### config.mk
export PLATFORM = sky130hd
export DESIGN_NAME = smbcfg_target
export DESIGN_NICKNAME = d
export VERILOG_FILES = /design/src/rtl/smbcfg_pkg.sv /design/src/rtl/smbcfg_line_sync.sv /design/src/rtl/smbcfg_regfile.sv /design/src/rtl/smbcfg_engine.sv /design/src/rtl/smbcfg_target.sv
export SDC_FILE = /design/constraint.sdc
export NUM_CORES = 1
export LEC_CHECK = 0
export ABC_AREA = 1
export BUFFER_PORTS_ARGS = -buffer_cell sky130_fd_sc_hd__buf_2
export CORE_ASPECT_RATIO = 1.25
export CORE_UTILIZATION = 65
export CTS_CLUSTER_DIAMETER = 100
export DETAILED_ROUTE_END_ITERATION = 10
export MAX_ROUTING_LAYER = met4
export PLACE_DENSITY = 0.84
export SETUP_SLACK_MARGIN = 0.3
export SYNTH_ARGS = -nofsm -noshare
export SYNTH_HDL_FRONTEND = slang
export SYNTH_SLANG_ARGS = --single-unit
### constraint.sdc
create_clock -name clk -period 3.8 [get_ports clk]
set_input_delay 0.95 -clock clk [delete_from_list [all_inputs] [get_ports clk]]
set_output_delay 0.95 -clock clk [all_outputs]
set_load 0.01 [all_outputs]
### src/rtl/smbcfg_pkg.sv
package smbcfg_pkg;
  localparam int BYTE_W = 8;
  localparam int BITCNT_W = $clog2(BYTE_W + 1);

  // register indices decoded by the engine's neighbour
  localparam logic [BYTE_W-1:0] IDX_MODE      = 8'd0;
  localparam logic [BYTE_W-1:0] IDX_OE        = 8'd1;
  localparam logic [BYTE_W-1:0] IDX_STOPPABLE = 8'd2;
  localparam logic [BYTE_W-1:0] IDX_IDENT     = 8'd4;
  localparam logic [BYTE_W-1:0] IDX_DEVICE    = 8'd5;
  localparam logic [BYTE_W-1:0] IDX_COUNT     = 8'd6;

  typedef enum logic [2:0] {ST_IDLE, ST_RX, ST_ACK, ST_TX, ST_HACK} eng_state_t;
  typedef enum logic [1:0] {K_ADDR, K_INDEX, K_COUNT, K_DATA} rx_kind_t;
endpackage

### src/rtl/smbcfg_line_sync.sv
module smbcfg_line_sync #(
  parameter int STAGES = 2
) (
  input  logic clk,
  input  logic rst_n,
  input  logic scl_i,
  input  logic sda_i,
  output logic scl_s,
  output logic sda_s,
  output logic scl_rise,
  output logic scl_fall,
  output logic start_det,
  output logic stop_det
);
  localparam int LAST = STAGES - 1;

  logic [STAGES-1:0] scl_p, sda_p;
  logic scl_d, sda_d;

  generate
    if (STAGES == 1) begin : g_one
      always_ff @(posedge clk or negedge rst_n) begin
        if (!rst_n) begin
          scl_p <= '1;
          sda_p <= '1;
        end else begin
          scl_p <= scl_i;
          sda_p <= sda_i;
        end
      end
    end else begin : g_many
      always_ff @(posedge clk or negedge rst_n) begin
        if (!rst_n) begin
          scl_p <= '1;
          sda_p <= '1;
        end else begin
          scl_p <= {scl_p[STAGES-2:0], scl_i};
          sda_p <= {sda_p[STAGES-2:0], sda_i};
        end
      end
    end
  endgenerate

  always_ff @(posedge clk or negedge rst_n) begin
    if (!rst_n) begin
      scl_d <= 1'b1;
      sda_d <= 1'b1;
    end else begin
      scl_d <= scl_p[LAST];
      sda_d <= sda_p[LAST];
    end
  end

  assign scl_s     = scl_p[LAST];
  assign sda_s     = sda_p[LAST];
  assign scl_rise  = scl_s & ~scl_d;
  assign scl_fall  = ~scl_s & scl_d;
  assign start_det = scl_s & scl_d & sda_d & ~sda_s;
  assign stop_det  = scl_s & scl_d & ~sda_d & sda_s;
endmodule

### src/rtl/smbcfg_regfile.sv
module smbcfg_regfile
  import smbcfg_pkg::*;
#(
  parameter logic [3:0]        VENDOR_ID = 4'h1,
  parameter logic [3:0]        REV_ID    = 4'h0,
  parameter logic [BYTE_W-1:0] DEVICE_ID = 8'h83,
  parameter logic [BYTE_W-1:0] COUNT_RST = 8'h07
) (
  input  logic              clk,
  input  logic              rst_n,
  input  logic              wr_en,
  input  logic [BYTE_W-1:0] wr_idx,
  input  logic [BYTE_W-1:0] wr_data,
  input  logic [BYTE_W-1:0] rd_idx,
  output logic [BYTE_W-1:0] rd_data,
  output logic [BYTE_W-1:0] rd_count,
  output logic              pd_hiz_mode,
  output logic              stop_hiz_mode,
  output logic              bw_sel,
  output logic              pll_sel,
  output logic              full_rate_sel,
  output logic [BYTE_W-1:0] out_enable,
  output logic [BYTE_W-1:0] stoppable
);
  // only implemented mode bits are stored: {pd, stop, bw, pll, full_rate}
  localparam logic [4:0] MODE_RST = 5'b00111;

  logic [4:0]        mode_q;
  logic [BYTE_W-1:0] oe_q, stp_q, cnt_q;

  always_ff @(posedge clk or negedge rst_n) begin
    if (!rst_n) begin
      mode_q <= MODE_RST;
      oe_q   <= '1;
      stp_q  <= '0;
      cnt_q  <= COUNT_RST;
    end else if (wr_en) begin
      case (wr_idx)
        IDX_MODE:      mode_q <= {wr_data[7:6], wr_data[2:0]};
        IDX_OE:        oe_q   <= wr_data;
        IDX_STOPPABLE: stp_q  <= wr_data;
        IDX_COUNT:     cnt_q  <= wr_data;
        default: ;
      endcase
    end
  end

  always_comb begin
    case (rd_idx)
      IDX_MODE:      rd_data = {mode_q[4:3], 3'b000, mode_q[2:0]};
      IDX_OE:        rd_data = oe_q;
      IDX_STOPPABLE: rd_data = stp_q;
      IDX_IDENT:     rd_data = {REV_ID, VENDOR_ID};
      IDX_DEVICE:    rd_data = DEVICE_ID;
      IDX_COUNT:     rd_data = cnt_q;
      default:       rd_data = '0;
    endcase
  end

  assign rd_count      = cnt_q;
  assign pd_hiz_mode   = mode_q[4];
  assign stop_hiz_mode = mode_q[3];
  assign bw_sel        = mode_q[2];
  assign pll_sel       = mode_q[1];
  assign full_rate_sel = mode_q[0];
  assign out_enable    = oe_q;
  assign stoppable     = stp_q;

  AST_MODE_WRITE_ONLY: assert property (@(posedge clk) disable iff (!rst_n)
    !$stable(mode_q) |-> $past(wr_en && wr_idx == IDX_MODE));
  AST_OE_WRITE_ONLY: assert property (@(posedge clk) disable iff (!rst_n)
    !$stable(oe_q) |-> $past(wr_en && wr_idx == IDX_OE));
  AST_STP_WRITE_ONLY: assert property (@(posedge clk) disable iff (!rst_n)
    !$stable(stp_q) |-> $past(wr_en && wr_idx == IDX_STOPPABLE));
  AST_CNT_WRITE_ONLY: assert property (@(posedge clk) disable iff (!rst_n)
    !$stable(cnt_q) |-> $past(wr_en && wr_idx == IDX_COUNT));
endmodule

### src/rtl/smbcfg_engine.sv
module smbcfg_engine
  import smbcfg_pkg::*;
#(
  parameter logic [6:0] ADDR7 = 7'h6E
) (
  input  logic              clk,
  input  logic              rst_n,
  input  logic              scl_s,
  input  logic              sda_s,
  input  logic              scl_rise,
  input  logic              scl_fall,
  input  logic              start_det,
  input  logic              stop_det,
  input  logic [BYTE_W-1:0] rd_data,
  input  logic [BYTE_W-1:0] rd_count,
  output logic [BYTE_W-1:0] rd_idx,
  output logic              wr_en,
  output logic [BYTE_W-1:0] wr_idx,
  output logic [BYTE_W-1:0] wr_data,
  output logic              sda_oe
);
  localparam logic [BITCNT_W-1:0] FULL = BITCNT_W'(BYTE_W);

  eng_state_t          state_q;
  rx_kind_t            kind_q;
  logic [BITCNT_W-1:0] bitcnt_q;
  logic [BYTE_W-1:0]   shreg_q, index_q, wr_left_q, tx_left_q;
  logic                go_tx_q, host_ack_q, oe_q;

  logic              byte_done;
  logic [BYTE_W-1:0] tx_byte;

  assign byte_done = scl_fall && state_q == ST_RX && bitcnt_q == FULL;
  assign wr_en     = byte_done && kind_q == K_DATA && wr_left_q != '0;
  assign wr_idx    = index_q;
  assign wr_data   = shreg_q;
  assign rd_idx    = index_q;
  assign tx_byte   = (tx_left_q != '0) ? rd_data : '1;
  assign sda_oe    = oe_q;

  always_ff @(posedge clk or negedge rst_n) begin
    if (!rst_n) begin
      state_q    <= ST_IDLE;
      kind_q     <= K_ADDR;
      bitcnt_q   <= '0;
      shreg_q    <= '0;
      index_q    <= '0;
      wr_left_q  <= '0;
      tx_left_q  <= '0;
      go_tx_q    <= 1'b0;
      host_ack_q <= 1'b0;
      oe_q       <= 1'b0;
    end else if (stop_det) begin
      state_q <= ST_IDLE;
      oe_q    <= 1'b0;
    end else if (start_det) begin
      state_q  <= ST_RX;
      kind_q   <= K_ADDR;
      bitcnt_q <= '0;
      oe_q     <= 1'b0;
    end else begin
      if (scl_rise) begin
        case (state_q)
          ST_RX: begin
            shreg_q  <= {shreg_q[BYTE_W-2:0], sda_s};
            bitcnt_q <= bitcnt_q + 1'b1;
          end
          ST_TX:   bitcnt_q <= bitcnt_q + 1'b1;
          ST_HACK: host_ack_q <= ~sda_s;
          default: ;
        endcase
      end
      if (scl_fall) begin
        case (state_q)
          ST_RX: begin
            if (bitcnt_q == FULL) begin
              bitcnt_q <= '0;
              go_tx_q  <= 1'b0;
              oe_q     <= 1'b1;
              state_q  <= ST_ACK;
              case (kind_q)
                K_ADDR: begin
                  kind_q  <= K_INDEX;
                  go_tx_q <= shreg_q[0];
                  if (shreg_q[BYTE_W-1:1] != ADDR7) begin
                    oe_q    <= 1'b0;
                    state_q <= ST_IDLE;
                  end
                end
                K_INDEX: begin
                  index_q <= shreg_q;
                  kind_q  <= K_COUNT;
                end
                K_COUNT: begin
                  wr_left_q <= shreg_q;
                  kind_q    <= K_DATA;
                end
                default: begin
                  if (wr_left_q != '0) begin
                    index_q   <= index_q + 1'b1;
                    wr_left_q <= wr_left_q - 1'b1;
                  end else begin
                    oe_q    <= 1'b0;
                    state_q <= ST_IDLE;
                  end
                end
              endcase
            end
          end
          ST_ACK: begin
            bitcnt_q <= '0;
            if (go_tx_q) begin
              state_q   <= ST_TX;
              oe_q      <= ~rd_count[BYTE_W-1];
              shreg_q   <= {rd_count[BYTE_W-2:0], 1'b1};
              tx_left_q <= rd_count;
            end else begin
              state_q <= ST_RX;
              oe_q    <= 1'b0;
            end
          end
          ST_TX: begin
            if (bitcnt_q == FULL) begin
              oe_q    <= 1'b0;
              state_q <= ST_HACK;
            end else begin
              oe_q    <= ~shreg_q[BYTE_W-1];
              shreg_q <= {shreg_q[BYTE_W-2:0], 1'b1};
            end
          end
          ST_HACK: begin
            bitcnt_q <= '0;
            if (host_ack_q) begin
              state_q <= ST_TX;
              oe_q    <= ~tx_byte[BYTE_W-1];
              shreg_q <= {tx_byte[BYTE_W-2:0], 1'b1};
              if (tx_left_q != '0) begin
                index_q   <= index_q + 1'b1;
                tx_left_q <= tx_left_q - 1'b1;
              end
            end else begin
              state_q <= ST_IDLE;
            end
          end
          default: ;
        endcase
      end
    end
  end

  AST_STOP_RELEASES: assert property (@(posedge clk) disable iff (!rst_n)
    stop_det |=> !sda_oe);
  AST_START_RELEASES: assert property (@(posedge clk) disable iff (!rst_n)
    start_det |=> !sda_oe);
  AST_DRIVE_ONLY_SCL_LOW: assert property (@(posedge clk) disable iff (!rst_n)
    $rose(sda_oe) |-> !scl_s);
  AST_HOST_ACK_RELEASED: assert property (@(posedge clk) disable iff (!rst_n)
    state_q == ST_HACK |-> !sda_oe);
  AST_IDLE_RELEASED: assert property (@(posedge clk) disable iff (!rst_n)
    state_q == ST_IDLE |-> !sda_oe);
endmodule

### src/rtl/smbcfg_target.sv
module smbcfg_target
  import smbcfg_pkg::*;
#(
  parameter int                SYNC_STAGES = 2,
  parameter logic [6:0]        ADDR7       = 7'h6E,
  parameter logic [3:0]        VENDOR_ID   = 4'h1,
  parameter logic [3:0]        REV_ID      = 4'h0,
  parameter logic [BYTE_W-1:0] DEVICE_ID   = 8'h83,
  parameter logic [BYTE_W-1:0] COUNT_RST   = 8'h07
) (
  input  logic              clk,
  input  logic              rst_n,
  input  logic              scl_i,
  input  logic              sda_i,
  output logic              sda_oe,
  output logic              pd_hiz_mode,
  output logic              stop_hiz_mode,
  output logic              bw_sel,
  output logic              pll_sel,
  output logic              full_rate_sel,
  output logic [BYTE_W-1:0] out_enable,
  output logic [BYTE_W-1:0] stoppable
);
  logic scl_s, sda_s, scl_rise, scl_fall, start_det, stop_det;
  logic              wr_en;
  logic [BYTE_W-1:0] wr_idx, wr_data, rd_idx, rd_data, rd_count;

  smbcfg_line_sync #(.STAGES(SYNC_STAGES)) i_sync (
    .clk(clk), .rst_n(rst_n), .scl_i(scl_i), .sda_i(sda_i),
    .scl_s(scl_s), .sda_s(sda_s), .scl_rise(scl_rise), .scl_fall(scl_fall),
    .start_det(start_det), .stop_det(stop_det)
  );

  smbcfg_engine #(.ADDR7(ADDR7)) i_engine (
    .clk(clk), .rst_n(rst_n), .scl_s(scl_s), .sda_s(sda_s),
    .scl_rise(scl_rise), .scl_fall(scl_fall),
    .start_det(start_det), .stop_det(stop_det),
    .rd_data(rd_data), .rd_count(rd_count), .rd_idx(rd_idx),
    .wr_en(wr_en), .wr_idx(wr_idx), .wr_data(wr_data), .sda_oe(sda_oe)
  );

  smbcfg_regfile #(
    .VENDOR_ID(VENDOR_ID), .REV_ID(REV_ID),
    .DEVICE_ID(DEVICE_ID), .COUNT_RST(COUNT_RST)
  ) i_regs (
    .clk(clk), .rst_n(rst_n), .wr_en(wr_en), .wr_idx(wr_idx), .wr_data(wr_data),
    .rd_idx(rd_idx), .rd_data(rd_data), .rd_count(rd_count),
    .pd_hiz_mode(pd_hiz_mode), .stop_hiz_mode(stop_hiz_mode), .bw_sel(bw_sel),
    .pll_sel(pll_sel), .full_rate_sel(full_rate_sel),
    .out_enable(out_enable), .stoppable(stoppable)
  );
endmodule

==> results of run 1 <==
[power by group]
group | switching [mW] | internal, mW | total (mW)
Sequential | 0.163 | 0.964 | 1.13
Combinational | 0.827 | 0.320 | 1.15
Clock | 0.327 | 0.391 | 0.719
[critical path, stage by stage (launching register included)]
cell	delay [ps]
dfstp_2	580
inv_2	40
nor2_2	180
nand3_1	490
o21a_1	380
nand2_1	70
nand2_1	50
inv_1	50
nand2_1	50
nand2_1	50
a21oi_1	50
[kinds of logic after synthesis]
| group | Yosys count | share of synthesized area |
|---|---|---|
| compound gates | 134 | 0.174 |
| buf+inv | 87 | 0.0772 |
| fa+ha+maj | 14 | 0.0369 |
| xor+xnor | 7 | 0.0129 |
| flops | 79 | 0.421 |
| simple gates | 284 | 0.278 |
[area by class of cell]
| class | count | area, um^2 | area share |
|---|---|---|---|
| multi-input combinational | 439 | 2380 | 0.463 |
| sequential | 79 | 2000 | 0.390 |
| inverter | 76 | 287 | 0.0558 |
| clock buffer | 10 | 138 | 0.0268 |
| timing repair buffer | 25 | 128 | 0.0248 |
| tap | 90 | 113 | 0.0219 |
| clock inverter | 6 | 91.3 | 0.0178 |
[worst max-delay path by stage]
stage | depth (start not counted) | endpoint | startpoint | slack [ps]
after floorplan | 12 | i_regs.stoppable[6]$_DFFE_PN0P_ | i_engine.bitcnt_q[0]$_DFFE_PN0N_ | 2100
after global placement | 10 | i_engine.wr_data[2]$_DFFE_PN0P_ | i_sync.scl_p[1]$_DFF_PN1_ | 1720
after detailed placement | 9 | i_engine.wr_data[1]$_DFFE_PN0P_ | i_engine.state_q[0]$_DFFE_PN0P_ | 1740
after CTS | 9 | i_engine.wr_data[4]$_DFFE_PN0P_ | i_engine.state_q[0]$_DFFE_PN0P_ | 1740
after global routing | 11 | i_engine.wr_data[1]$_DFFE_PN0P_ | i_sync.scl_p[1]$_DFF_PN1_ | 1520
final | 10 | i_engine.wr_data[2]$_DFFE_PN0P_ | i_sync.scl_p[1]$_DFF_PN1_ | 1710
[routing by layer]
layer / share of wire / GRT usage / wire, um / up-vias
met1: 0.41 / 0.408 / 4850 / 2018
met3: 0.047 / 0.0413 / 565 / 39
met5: 0 / - / 0 / -
li1: - / - / - / 2034
met4: 0.040 / 0.184 / 482 / 0
met2: 0.51 / 0.588 / 6060 / 153
[registers in the layout (all words and copies together), names as in the netlist, 2 cells and up]
name / flops
i_engine.rd_idx: 8
i_engine.tx_left_q: 8
i_engine.wr_data: 8
i_engine.wr_left_q: 8
i_regs.out_enable: 8
i_regs.rd_count: 8
i_regs.stoppable: 8
i_regs.mode_q: 5
i_engine.bitcnt_q: 4
i_engine.state_q: 3
i_engine.kind_q: 2
i_sync.scl_p: 2
i_sync.sda_p: 2
[through the flow]
stage          cell area, um^2  std cells  hold slack, ps
2_1_floorplan             4750        605             345
3_3_place_gp              4910        709             351
3_5_place_dp              4910        709             352
4_1_cts                   5140        725             363
5_1_grt                   5140        725             364
6_report                  5140        725             361
[cells in the mapped netlist (all sizes together), types with 7 or more instances]
cell,n
a21oi,27
buf,7
dfrtp,59
dfstp,20
ha,14
inv,75
nand2,173
nand3,38
nand4,10
nor2,52
nor3,7
o211ai,9
o21ai,80
==> results.tsv, run 1 <==
stage	metric	value	unit
final_layout	layout_common_cells	nand2_1, inv_1, dfrtp_1, o21ai_0, nor2_1	
final_layout	antennaDiodeCount	0	
worst_hold_path	holdCritStartpoint	i_sync.sda_p[0]$_DFF_PN1_	
setup_path	start_kind	register	
final_layout	final_common_cell	nand2_1	
setup_path	crit_required	4050	ps
logic_synthesis	synth_top_area_cell	dfrtp_1	
logic_synthesis	syn_area	4750	um^2
global_route	grt_pass1_wl	19900	um
cts	cts_tree	done	
placement	io_buffers	25	
logic_synthesis	syn_inst	605	
drt	wl	12000	um
sta	report.final.hold_viol_count	0	
setup_path	path_max_fanout	16	
global_route	first_global_vias	4209	
logic_synthesis	synth_area_leaders	dfrtp_1, nand2_1, dfstp_2	
sta	final.min_clock_period	2090	ps
floorplan	die_area	7650	um^2
cts	clkTransAtPathRegs	90	ps
drt	num_vias	4244	
setup_path	worstReg2RegEnd	i_engine.wr_data[2]$_DFFE_PN0P_	
drt	via_per_inst	5.85	
cts	cts_sinks	79	
sta	min_period_over_period	0.551	
floorplan	die_h	97.6	um
worst_hold_path	hold_depth	0	
global_route	grt_usage	0.350	
power_and_ir_drop	powerDensity	582	nW/um^2
floorplan	die_w	78.5	um
power_and_ir_drop	ir_worst_vdd	0.428	mV
final_layout	final_util	0.732	
cts	cts_hold_buf	0	
logic_synthesis	synth_top_flop_cell	dfrtp_1	
cts	cts_resized	0	
sta	finalSetupViolCount	0	
cts	cts_setup_buffers	0	
final_layout	areaGrowthSynthToFinish	8.19	%
logic_synthesis	ys_warn_count	0	
drt	wl_per_cell	16.5	um
setup_path	arrival	2350	ps
power_and_ir_drop	p_leak	2.56	nW
setup_path	crit_type	register to register	
cts	numCtsBuffers	9	
worst_hold_path	hold-path-endpoint	i_sync.sda_p[1]$_DFF_PN1_	
sta	drv_slew	0	
logic_synthesis	synth_enable_flop_cells	0	
job	cap_violations	0	
placement	hpwl	8720	um
power_and_ir_drop	power	2.99	mW
sta	setup-tns-final	0	ps
setup_path	end_kind	register	
cts	htreeDepth	3	
cts	max-clock-path-buffers	2	
cts	worstSkewPairLatency	360	ps
logic_synthesis	synth_top_area_share	0.311	
setup_path	r2r_cells	10	
sta	fin_worst_skew	11.3	ps
floorplan	ios	26	
setup_path	reg2reg_from	i_sync.scl_p[1]$_DFF_PN1_	
global_route	antenna_found_initial	0	
sta	tightestPinTransition	979	ps
sta	clock.fmax	478	MHz
global_route	grt.overflow.total	0	
sta	finalWorstSetupSlack	1710	ps
final_layout	drive_gt1_frac	0.202	
final_layout	nNetsFinal	648	
drt	firstDrtPassIters	5	
floorplan	core_area	7020	um^2
logic_synthesis	ys_ff_latch	79	
worst_hold_path	hold_class	register to register	
placement	place_ws	1740	ps
floorplan	initial_core_util	0.677	
sta	rsz0062_at_grt	false	
setup_path	r2r_setup_slack	1710	ps
logic_synthesis	synth_nets	623	
outcome	status	complete, no violations	
cts	root_buffer	clkbuf_8	
final_layout	filler_cell_count	576	
sta	slew-limit-headroom	0.348	
drt	drc_errors	0	
logic_synthesis	avgSynthCellArea	7.85	um^2
logic_synthesis	seq_area_frac_synth	0.421	
drt	drt.antenna.violating_nets	0	
global_route	grt_max_degree	80	
logic_synthesis	ys_types	41	
drt	drtIter0Drc	380	
placement	gp_congestion	0.938	
logic_synthesis	synth_async_sr_flop_share	1.00	
floorplan	num_rows	34	
Note: power is estimated with default switching activity, not from simulation.
==> inputs of run 2 (changes only) <==
--- a/config.mk
+++ b/config.mk
@@ -5,14 +5,14 @@
 export SDC_FILE = /design/constraint.sdc
 export NUM_CORES = 1
 export LEC_CHECK = 0
-export ABC_AREA = 1
+export ABC_AREA = 0
 export BUFFER_PORTS_ARGS = -buffer_cell sky130_fd_sc_hd__buf_2
 export CORE_ASPECT_RATIO = 1.25
-export CORE_UTILIZATION = 65
+export CORE_UTILIZATION = 55
 export CTS_CLUSTER_DIAMETER = 100
 export DETAILED_ROUTE_END_ITERATION = 10
 export MAX_ROUTING_LAYER = met4
-export PLACE_DENSITY = 0.84
+export PLACE_DENSITY = 0.76
 export SETUP_SLACK_MARGIN = 0.3
 export SYNTH_ARGS = -nofsm -noshare
 export SYNTH_HDL_FRONTEND = slang
==> constraint.sdc (replaced) <==
create_clock -name clk -period 1.9 [get_ports clk]
set_input_delay 0.475 -clock clk [delete_from_list [all_inputs] [get_ports clk]]
set_output_delay 0.475 -clock clk [all_outputs]
set_load 0.01 [all_outputs]
==> results.tsv, run 2 <==
stage	metric	value	unit
setup_path	cp-endpoint	i_engine.rd_idx[5]$_DFFE_PN0P_	
drt	drtIter0Drc	626	
drt	wl	17100	um
global_route	grt_max_degree	35	
floorplan	ios	26	
global_route	grt.overflow.total	0	
power_and_ir_drop	p_leak	3.06	nW
logic_synthesis	synth.top_cells.by_count	dfrtp_1, a21oi_1, nand2_1, nor2_1, o21ai_0	
sta	setup-tns-final	-3890	ps
sta	tightestPinTransition	543	ps
sta	min_period_over_period	1.09	
cts	max-clock-path-buffers	2	
job	cap_violations	0	
worst_hold_path	hold_class	input pin to register	
drt	via_per_inst	6.94	
floorplan	core_area	8190	um^2
logic_synthesis	syn_area	4640	um^2
logic_synthesis	synth_nets	478	
final_layout	seq_area	2010	um^2
logic_synthesis	synth_top_area_cell	dfrtp_1	
drt	drt.antenna.violating_nets	0	
sta	fin_worst_skew	16.1	ps
final_layout	final_area	6710	um^2
drt	routed.top_layer	met4	
cts	cts_tree	done	
setup_path	end_kind	register	
final_layout	antennaDiodeCount	0	
outcome	failed_checks	negative setup slack	
setup_path	reg2reg_from	i_engine.wr_left_q[0]$_DFFE_PN0P_	
setup_path	cp-startpoint	i_engine.wr_left_q[0]$_DFFE_PN0P_	
setup_path	r2r_cells	10	
floorplan	die_w	84.2	um
drt	num_vias	4824	
placement	gp_congestion	0.873	
final_layout	multi_input_area	3140	um^2
logic_synthesis	ys_types	68	
logic_synthesis	ys_warn_count	0	
logic_synthesis	synth_top_flop_cell	dfrtp_1	
power_and_ir_drop	powerDensity	540	nW/um^2
final_layout	layout_common_cells	buf_4, dfrtp_1, mux2_4, a21oi_1	
cts	numCtsBuffers	9	
power_and_ir_drop	ir_worst_vdd	0.573	mV
placement	io_buffers	25	
outcome	status	finished with violations	
global_route	first_global_vias	4437	
sta	whs	169	ps
drt	wl_met1	6030	um
global_route	grt_usage	0.354	
setup_path	crit_required	2170	ps
logic_synthesis	synth_area_leaders	dfrtp_1, dfstp_2, mux2_4	
sta	final.min_clock_period	2070	ps
drt	dr_wl_met3	1600	um
placement	place_area	5450	um^2
floorplan	num_rows	37	
logic_synthesis	synth_async_sr_flop_share	1.00	
cts	clkTransAtPathRegs	100	ps
logic_synthesis	avgSynthCellArea	10.1	um^2
logic_synthesis	synth_top_area_share	0.318	
cts	root_buffer	clkbuf_8	
setup_path	crit_type	register to register	
cts	cts_sinks	79	
drt	dr_wl_met2	8140	um
global_route	grt_pass1_wl	22900	um
sta	drv_slew	0	
sta	finalSetupViolCount	51	
sta	rsz0062_at_grt	true	
final_layout	nNetsFinal	611	
floorplan	die_h	105	um
drt	wl_per_cell	24.6	um
logic_synthesis	synth_enable_flop_cells	0	
cts	htreeDepth	3	
logic_synthesis	seq_area_frac_synth	0.431	
setup_path	r2r_setup_slack	-170	ps
floorplan	initial_core_util	0.567	
setup_path	worstReg2RegEnd	i_engine.rd_idx[5]$_DFFE_PN0P_	
drt	firstDrtPassIters	6	
sta	slew-limit-headroom	0.638	
sta	clock.fmax	484	MHz
power_and_ir_drop	power	3.63	mW
placement	hpwl	8840	um
drt	drc_errors	0	
floorplan	die_area	8820	um^2
sta	report.final.hold_viol_count	0	
sta	finalWorstSetupSlack	-168	ps
global_route	antenna_found_initial	0	
final_layout	drive_gt1_frac	0.550	
final_layout	areaGrowthSynthToFinish	44.6	%
final_layout	filler_cell_count	393	
logic_synthesis	ys_ff_latch	79	
setup_path	arrival	2340	ps
logic_synthesis	yosysMostFrequentCell	dfrtp_1	
setup_path	start_kind	register	
cts	worstSkewPairLatency	390	ps
setup_path	path_max_fanout	8	
logic_synthesis	syn_inst	460	
final_layout	final_common_cell	buf_4	
[run 2: changes by cell type after synthesis, sizes merged, moves of 8 or more]
| cell | previous run | this run |
|---|---|---|
| nor2 | 52 | 30 |
| nand2 | 173 | 33 |
| a21oi | 27 | 48 |
| o22ai | 4 | 14 |
| a22oi | 0 | 10 |
| o211ai | 9 | 1 |
| mux2i | 0 | 11 |
| nand3 | 38 | 14 |
| mux2 | 0 | 31 |
| inv | 75 | 19 |
| o21ai | 80 | 34 |
[run 2: critical path, stage by stage, from the launching register on]
cell and delay, ps:
dfrtp_1 410, inv_2 90, ha_4 130, nor4b_4 300
buf_4 180, nand3b_1 70, a32o_2 300, buf_12 150
buf_6 140, a21oi_4 140, a21oi_2 50
[run 2: logic make-up after synthesis]
family / synth area share
AOI/OAI and AO/OA: 0.198
buffers and inverters: 0.0372
muxes: 0.116
DFF: 0.431
and+or+nand+nor: 0.180
adders and majority gates: 0.0377
[run 2: worst min path at each step]
| stage | end | depth (start not counted) | from | slack (ps) |
|---|---|---|---|---|
| 2_1_floorplan | i_engine.bitcnt_q[0]$_DFFE_PN0N_ | 0 | rst_n | 180 |
| 3_3_place_gp | i_sync.sda_p[1]$_DFF_PN1_ | 0 | i_sync.sda_p[0]$_DFF_PN1_ | 350 |
| 3_5_place_dp | i_sync.scl_p[1]$_DFF_PN1_ | 0 | i_sync.scl_p[0]$_DFF_PN1_ | 350 |
| 4_1_cts | i_sync.scl_p[0]$_DFF_PN1_ | 1 | scl_i | 180 |
| 5_1_grt | i_sync.scl_p[0]$_DFF_PN1_ | 1 | scl_i | 170 |
| 6_report | i_sync.scl_p[0]$_DFF_PN1_ | 1 | scl_i | 170 |
[run 2: metrics by stage]
stage          cells  setup slack, ps  utilization
2_1_floorplan    460            -4.48            -
3_3_place_gp     624            -30.6        0.666
3_5_place_dp     624            -64.4        0.666
4_1_cts          673            -52.9        0.766
5_1_grt          695             -214        0.819
6_report         695             -168        0.819
[run 2: final cells by class]
type / instances / area share
well taps: 97 / 0.0181
repair buffers: 143 / 0.174
clock inverters: 6 / 0.0102
multi-input cells: 341 / 0.468
inverters: 19 / 0.0110
flip-flops and latches: 79 / 0.299
clock buffers: 10 / 0.0205
[run 2: repair_timing]
action | 4_1_cts | 5_1_grt
hold buffers | 1 | 0
cloned | 1 | 0
setup buffers | 31 | 22
gates resized for setup | 93 | 73
pin swaps | 38 | 38
setup endpoints to repair | 72 | 72
endpoints found under the hold margin | 17 | 0
[run 2: where the power goes]
group          switching, mW  internal, mW  total [mW]
sequential            0.0585          1.74        1.80
combinational          0.273         0.211       0.484
clock                  0.698         0.649        1.35
total                   1.03          2.60        3.63
[run 2: layer usage]
metal  up-vias  GRT usage
met5         -          -
met4         0      0.243
met3       136     0.0600
met2       384      0.548
met1      2321      0.422
li1       1983          -
